## src/rtl/irq_prio_pkg.sv

```systemverilog
package irq_prio_pkg;

    typedef enum logic [1:0] {
        ST_IDLE  = 2'd0,
        ST_ARMED = 2'd1,
        ST_GAP   = 2'd2
    } ack_state_e;

endpackage

```

## src/rtl/irq_req_capture.sv

```systemverilog
module irq_req_capture #(
    parameter int unsigned N_SRC = 4
) (
    input  logic             clk,
    input  logic             rst_n,
    input  logic [N_SRC-1:0] dev_req,
    input  logic [N_SRC-1:0] clr,
    output logic [N_SRC-1:0] pend
);

    logic [N_SRC-1:0] req_q;

    for (genvar g = 0; g < N_SRC; g++) begin : g_bit
        logic rise;
        assign rise = dev_req[g] & ~req_q[g];

        always_ff @(posedge clk or negedge rst_n) begin
            if (!rst_n) begin
                req_q[g] <= 1'b0;
                pend[g]  <= 1'b0;
            end else begin
                req_q[g] <= dev_req[g];
                // a fresh edge outranks the acknowledge clear
                pend[g]  <= (pend[g] & ~clr[g]) | rise;
            end
        end
    end

endmodule

```

## src/rtl/irq_prio_encoder.sv

```systemverilog
module irq_prio_encoder #(
    parameter int unsigned N_SRC  = 4,
    parameter int unsigned CODE_W = (N_SRC > 1) ? $clog2(N_SRC) : 1
) (
    input  logic [N_SRC-1:0]  pend,
    input  logic [N_SRC-1:0]  mask,
    output logic [CODE_W-1:0] code,
    output logic [N_SRC-1:0]  win_oh,
    output logic              any
);

    logic [N_SRC-1:0] masked;
    assign masked = pend & mask;
    assign any    = |masked;

    // scan from the lowest priority upward so the lowest index wins
    always_comb begin
        code = '0;
        for (int i = N_SRC - 1; i >= 0; i--) begin
            if (masked[i]) code = CODE_W'(i);
        end
    end

    always_comb begin
        win_oh = '0;
        if (any) win_oh[code] = 1'b1;
    end

endmodule

```

## src/rtl/irq_ack_fsm.sv

```systemverilog
module irq_ack_fsm
    import irq_prio_pkg::*;
#(
    parameter int unsigned CODE_W   = 2,
    parameter int unsigned VEC_W    = 8,
    parameter int unsigned VEC_BASE = 'h1C
) (
    input  logic              clk,
    input  logic              rst_n,
    input  logic              status,
    input  logic              enable,
    input  logic              intack,
    input  logic [CODE_W-1:0] code,
    output logic              irq_out,
    output logic              ack_take,
    output logic [VEC_W-1:0]  vec_addr
);

    localparam int unsigned BASE_W = VEC_W - CODE_W;
    localparam logic [BASE_W-1:0] BASE_BITS = BASE_W'(VEC_BASE);

    ack_state_e state, state_nxt;
    logic       req_ok;

    assign req_ok = status & enable;

    always_ff @(posedge clk or negedge rst_n) begin
        if (!rst_n) state <= ST_IDLE;
        else        state <= state_nxt;
    end

    always_comb begin
        state_nxt = state;
        unique case (state)
            ST_IDLE:  if (req_ok) state_nxt = ST_ARMED;
            ST_ARMED: begin
                if (ack_take)     state_nxt = ST_GAP;
                else if (!req_ok) state_nxt = ST_IDLE;
            end
            ST_GAP:   state_nxt = req_ok ? ST_ARMED : ST_IDLE;
            default:  state_nxt = ST_IDLE;
        endcase
    end

    always_comb begin
        irq_out  = (state == ST_ARMED) & req_ok;
        ack_take = irq_out & intack;
    end

    always_ff @(posedge clk or negedge rst_n) begin
        if (!rst_n)        vec_addr <= '0;
        else if (ack_take) vec_addr <= {BASE_BITS, code};
    end

endmodule

```

## src/rtl/irq_prio_ctrl.sv

```systemverilog
module irq_prio_ctrl #(
    parameter int unsigned N_SRC    = 4,
    parameter int unsigned VEC_W    = 8,
    parameter int unsigned VEC_BASE = 'h1C
) (
    input  logic             clk,
    input  logic             rst_n,
    input  logic [N_SRC-1:0] dev_req,
    input  logic             mask_we,
    input  logic [N_SRC-1:0] mask_wdata,
    input  logic             en_we,
    input  logic             en_wdata,
    input  logic             intack,
    output logic             irq_out,
    output logic             status_flag,
    output logic [VEC_W-1:0] vec_addr
);

    localparam int unsigned CODE_W = (N_SRC > 1) ? $clog2(N_SRC) : 1;

    logic [N_SRC-1:0]  mask_q;
    logic              ien_q;
    logic [N_SRC-1:0]  pend;
    logic [N_SRC-1:0]  win_oh;
    logic [N_SRC-1:0]  clr;
    logic [CODE_W-1:0] code;
    logic              ack_take;

    always_ff @(posedge clk or negedge rst_n) begin
        if (!rst_n) begin
            mask_q <= '0;
            ien_q  <= 1'b0;
        end else begin
            if (mask_we) mask_q <= mask_wdata;
            if (en_we)   ien_q  <= en_wdata;
        end
    end

    assign clr = ack_take ? win_oh : '0;

    irq_req_capture #(.N_SRC(N_SRC)) cap_i (
        .clk     (clk),
        .rst_n   (rst_n),
        .dev_req (dev_req),
        .clr     (clr),
        .pend    (pend)
    );

    irq_prio_encoder #(.N_SRC(N_SRC), .CODE_W(CODE_W)) enc_i (
        .pend    (pend),
        .mask    (mask_q),
        .code    (code),
        .win_oh  (win_oh),
        .any     (status_flag)
    );

    irq_ack_fsm #(.CODE_W(CODE_W), .VEC_W(VEC_W), .VEC_BASE(VEC_BASE)) fsm_i (
        .clk      (clk),
        .rst_n    (rst_n),
        .status   (status_flag),
        .enable   (ien_q),
        .intack   (intack),
        .code     (code),
        .irq_out  (irq_out),
        .ack_take (ack_take),
        .vec_addr (vec_addr)
    );

endmodule

```

## config.mk

```make
export PLATFORM = sky130hd
export DESIGN_NAME = irq_prio_ctrl
export DESIGN_NICKNAME = d
export VERILOG_FILES = /design/src/rtl/irq_prio_pkg.sv /design/src/rtl/irq_req_capture.sv /design/src/rtl/irq_prio_encoder.sv /design/src/rtl/irq_ack_fsm.sv /design/src/rtl/irq_prio_ctrl.sv
export SDC_FILE = /design/constraint.sdc
export NUM_CORES = 1
export LEC_CHECK = 0
export ABC_CLOCK_PERIOD_IN_PS = 1800
export CORE_MARGIN = 5
export CORE_UTILIZATION = 44
export CTS_CLUSTER_SIZE = 10
export DETAILED_ROUTE_END_ITERATION = 10
export GPL_TIMING_DRIVEN = 1
export PLACE_DENSITY = 0.8
export SYNTH_ARGS = -nofsm -noshare
export SYNTH_HDL_FRONTEND = slang
export SYNTH_HIERARCHICAL = 1
export SYNTH_SLANG_ARGS = --single-unit
```

## constraint.sdc

```tcl
create_clock -name clk -period 1.8 [get_ports clk]
set_input_delay 0.27 -clock clk [delete_from_list [all_inputs] [get_ports clk]]
set_output_delay 0.27 -clock clk [all_outputs]
set_load 0.02 [all_outputs]
```

# Word-level counts from Yosys, hierarchy flattened
# Index checks and enable logic that the tools add are counted.
word_totals:
  regBits: 18
  input_bits: 14
  output_inout_bits: 10
  elab_cells: 59
op_classes:
  order_cmp: 2
  eq_ne: 4
  n_mux: 13
  bitwise: 24
  n_reduce_logical: 4
op_table:
  columns: ["operator", "count"]
  rows:
  - ["2-bit two-way mux", 7]
  - ["1-bit AND", 11]
  - ["4-bit two-way mux", 2]
  - ["1-bit inverter", 8]
  - ["2-bit one-hot mux with 3 select lines", 1]
  - ["4-bit AND", 1]
  - ["1-bit OR", 4]
  - ["4-bit OR reduction", 1]
  - ["2-bit by 3-bit less-than comparator with 1-bit output, second input constant", 1]
  - ["3-bit != test, second input constant", 1]
  - ["1-bit demux with 2-bit select", 1]
  - ["2-bit by 1-bit == test with 1-bit output, second input constant", 1]
  - ["2-bit == test, second input constant", 1]
  - ["2-bit by 1-bit >= comparator with 1-bit output, second input constant", 1]
  - ["2-bit zero test", 1]
  - ["1-bit two-way mux", 2]
  - ["2-bit by 1-bit != test with 1-bit output, second input constant", 1]
  - ["2-bit AND reduction", 1]
  - ["1-bit logical AND", 1]

# Depth between registers and ports, before layout
logic_depth:
  depth_word: 14
  ltp_mapped: 6
  mapped_depth_nobuf: 6

# Cells and area by module
# The synthesis kept the hierarchy.
modules_own_cells:
  columns: ["module", "instances", "cells_per_inst", "area_each_um2", "seq_area_each_um2"]
  rows:
  - ["irq_req_capture", 1, 20, 280.3, 200.2]
  - ["irq_ack_fsm", 1, 19, 240.2, 125.1]
  - ["irq_prio_ctrl", 1, 14, 206.4, 125.1]
  - ["irq_prio_encoder", 1, 13, 56.3, 0.0]

# Least setup slack after synthesis
# Ideal clock, no wire load.
synth_timing:
  path_type: "flip-flop to flip-flop"
  from: "register cap_i.pend[3]"
  to: "register fsm_i.vec_addr[0]"
  setup_ns: 0.125
  arrival_time_ns: 1.693
  required_time_ns: 1.675
  path_slack_ns: -0.018
  path_stages_with_launch: 6
  n_path_buf: 0
  synth_period_minus_slack_ns: 1.818
  cell_sequence: "dfrtp_1 a22oi_1 nand3_1 and4b_1 and2_4 mux2_4"
synth_between:
  elab_chain_len: 5
  elab_cells_between_ends: 9
  classes_between: "mux (4); bitwise (4); reduce/logical (1)"
synth_rtl:
  columns: ["item", "line_no", "source"]
  rows:
  - ["from (decl)", "irq_req_capture.sv:8", "output logic [N_SRC-1:0] pend"]
  - ["from (signal, indexed assignment)", "irq_req_capture.sv:24", "pend[g] <= (pend[g] & ~clr[g]) | rise;"]
  - ["4-bit AND", "irq_prio_encoder.sv:13", "assign masked = pend & mask;"]
  - ["4-bit OR reduction", "irq_prio_encoder.sv:14", "assign any = |masked;"]
  - ["named net status_flag", "irq_prio_ctrl.sv:15", "output logic status_flag,"]
  - ["1-bit AND", "irq_ack_fsm.sv:25", "assign req_ok = status & enable;"]
  - ["1-bit AND", "irq_ack_fsm.sv:46", "irq_out = (state == ST_ARMED) & req_ok;"]
  - ["named net irq_out", "irq_prio_ctrl.sv:14", "output logic irq_out,"]
  - ["1-bit AND", "irq_ack_fsm.sv:47", "ack_take = irq_out & intack;"]
  - ["named net ack_take", "irq_prio_ctrl.sv:27", "logic ack_take;"]
  - ["to (signal assigned)", "irq_ack_fsm.sv:52", "else if (ack_take) vec_addr <= {BASE_BITS, code};"]
  - ["to (decl)", "irq_ack_fsm.sv:16", "output logic [VEC_W-1:0] vec_addr"]
# The timed path passes the listed nets, and every way through them passes these cells.
# A chain may end at the register's enable or synchronous reset.

# Worst setup path in the final report
layout_timing:
  from: "register cap_i.pend[3]"
  to: "output port irq_out"
layout_between:
  elab_chain_len: 4
layout_rtl:
  columns: ["item", "line_no"]
  rows:
  - ["4-bit AND", "irq_prio_encoder.sv:13"]
  - ["4-bit OR reduction", "irq_prio_encoder.sv:14"]
  - ["1-bit AND", "irq_ack_fsm.sv:25"]
  - ["1-bit AND", "irq_ack_fsm.sv:46"]
  - ["to (decl)", "irq_prio_ctrl.sv:14"]
# Every way passes these cells.

==> flow_metrics.py <==
metrics = {
    "status": {
        "outcome": "completed",
    },
    "floorplan": {
        "die-area_um2": 2720,
        "rows": 15,
        "io-pin-count": 24,
        "start_util_pct": 45.9,
        "die_width_um": 52.2,
        "fp.coreArea_um2": 1710,
        "die-height_um": 52.2,
    },
    "layout": {
        "syn_to_final_growth_pct": 35.3,
        "num_antenna_cells": 0,
        "final_cell_mix": "dfrtp_1, clkdlybuf4s50_1, inv_1, mux2_1, buf_4",
        "multiInputGateArea_um2": 280,
        "nFillCells": 145,
        "layout.cells.non_filler": 117,
        "layout-drive-gt1-share_pct": 25.0,
        "fin_nets": 107,
        "seq_area_um2": 450,
        "stdcell_area_um2": 1060,
    },
    "power_and_ir_drop": {
        "power_uw": 985,
        "leakage_nw": 0.519,
        "vdd_drop_max_uv": 579,
        "p_per_area_nw_per_um2": 929,
    },
    "placed_design": {
        "gp_congestion": 0.731,
        "place_ws_ns": -0.0257,
        "hpwlAfterDp_um": 1190,
        "place_area_um2": 1020,
        "io_buffers": 20,
        "dp.cells": 112,
    },
    "setup_path": {
        "cp-start-kind": "flip-flop",
        "cp.required_ns": 1.53,
        "timing.critical_path.arrival_ns": 1.44,
        "path_buf_inv": 1,
        "max_stage_delay_ns": 0.40,
        "worst-setup-path-type": "reg -> out",
        "crit_slowest_cell": "dfrtp_1",
        "endpoint_kind": "output pin",
        "cp_max_fo": 3,
        "crit_chain": "a22oi_2 -> nand3_2 -> and4b_2 -> buf_2",
        "cp_top_family": "flip-flops",
    },
    "cts": {
        "cts_tree": "yes",
        "clock_tree.buffer_depth": 2,
        "cts_inserted_buffers": 3,
        "cts.sinks": 18,
        "path_clk_slew_ns": 0.10,
        "insertion_delay_ns": 0.29,
        "hold_buffers": 0,
        "cts-root-buf": "clkbuf_4",
        "htree_levels": 1,
    },
    "global_route": {
        "grt_pass1_wl_um": 2610,
        "grt_antenna_before_repair": 0,
        "globalRouteTotalUtil_pct": 12.9,
        "grt_max_degree": 19,
        "use_met2_pct": 21.1,
        "grt_remaining_overflow": 0,
        "met1_usage_pct": 16.6,
        "grt_pass1_vias": 606,
        "met3_usage_pct": 3.99,
        "busiest_layer": "met2",
    },
    "drt": {
        "post-route-drc-count": 0,
        "drtAntennaViolNets": 0,
        "vias": 536,
        "drt-initial-drc-count": 10,
        "wire_per_inst_um": 12.7,
        "firstDrtPassIters": 4,
        "routed_wl_um": 1490,
        "via_per_inst": 4.58,
    },
    "synthesis": {
        "yosys_warnings": 6,
        "syn_inst": 66,
        "synth_seq_area_share_pct": 57.5,
        "syn_avg_cell_area_um2": 11.9,
        "synth_area_um2": 783,
        "ys_seq_elements": 18,
        "synth.distinct_cells": 19,
    },
    "timing": {
        "post-route-min-period_ns": 1.71,
        "final.setup.worst_slack_ns": 0.0931,
        "hold_viol": 0,
        "fin_setup_tns_ns": 0,
        "maxSlewViolCount": 0,
        "fmax_ghz": 0.586,
        "fin_crit_sh_pct": 94.8,
        "setup_viol": 0,
        "fin_skew_ns": 0.00263,
        "rsz0062_at_grt": "no",
    },
    "worst_hold_path": {
        "hold_path.class": "in -> async",
    },
    "flow_run": {
        "cap_violations": 0,
    },
}
[sequential cells by signal (all words and copies together) (netlist names)]
register / flops
fsm_i/state: 2
ien_q: 1
fsm_i/vec_addr: 3
mask_q: 4
cap_i/req_q: 4
cap_i/pend: 4
[cells in the mapped netlist]
master   count  area (um2)
buf_4        5        37.5
conb_1       1        3.75
nand2_1      4        15.0
or2_2        1        6.26
and2_4       1        8.76
mux2_4       2        30.0
o22ai_2      4        50.1
dfrtp_1     18         450
a22oi_1      1        7.51
and2_2       1        7.51
nor2_1       4        15.0
nand3_1      2        10.0
mux2_1       5        56.3
and4b_1      1        10.0
and2_1       4        25.0
o21ai_0      1        5.00
inv_1        9        33.8
a21oi_1      1        5.00
and3_1       1        6.26
[path summary, 6_finish.rpt]
kind	from	end	slack (ns)	cells after the start
worst max-delay path	cap_i/pend[3]	irq_out	0.09	4
worst min-delay path	rst_n	ien_q	0.29	2
worst max register to register	cap_i/pend[3]	fsm_i/vec_addr[0]	0.21	5
worst min register to register	cap_i/req_q[1]	cap_i/pend[1]	0.44	1
max in group asynchronous	rst_n	cap_i/req_q[0]	1.32	2
min in group clk	dev_req[2]	cap_i/req_q[2]	0.44	1
[per-stage QoR]
stage,hold slack (ns),util [%]
6_report,0.293,62.1
5_1_grt,0.315,62.1
3_5_place_dp,0.425,59.8
4_1_cts,0.299,62.3
2_1_floorplan,-0.0256,-
3_3_place_gp,0.417,59.8
[cell families (layout without fill, tap and decap cells)]
group                  after synthesis  after routing  share of synthesized area [%]
AO/OA/AOI/OAI                        7              7                           8.63
buffers and inverters               14             38                           9.11
flip-flops                          18             18                           57.5
multiplexers                         7              7                           11.0
other                                1              3                          0.479
AND/OR/NAND/NOR                     19             19                           13.3
[final cells by class]
type,instances,area share (%)
multi-input cells,36,26.4
flip-flops and latches,18,42.5
well taps,25,2.95
clock buffers,4,3.42
inverters,9,3.19
repair buffers,25,21.5
[report_power, final]
| group | internal [mW] | leakage [nW] | switching [mW] | total (mW) |
|---|---|---|---|---|
| registers | 0.452 | 0.202 | 0.0276 | 0.480 |
| logic | 0.141 | 0.296 | 0.119 | 0.260 |
| clock network | 0.123 | 0.0210 | 0.122 | 0.245 |
[metal layers]
layer	up-vias	part of all wire (%)
met3	2	7.9
met1	254	41
met2	20	50
met5	-	0
met4	0	0.54
li1	260	-
[timing repair]
action / CTS / global route
setup buffers: 1 / 0
endpoints found under the setup margin: 2 / 1
pin swaps: 1 / 1
gates resized for setup: 6 / 2
(Power assumes the default switching activity.)
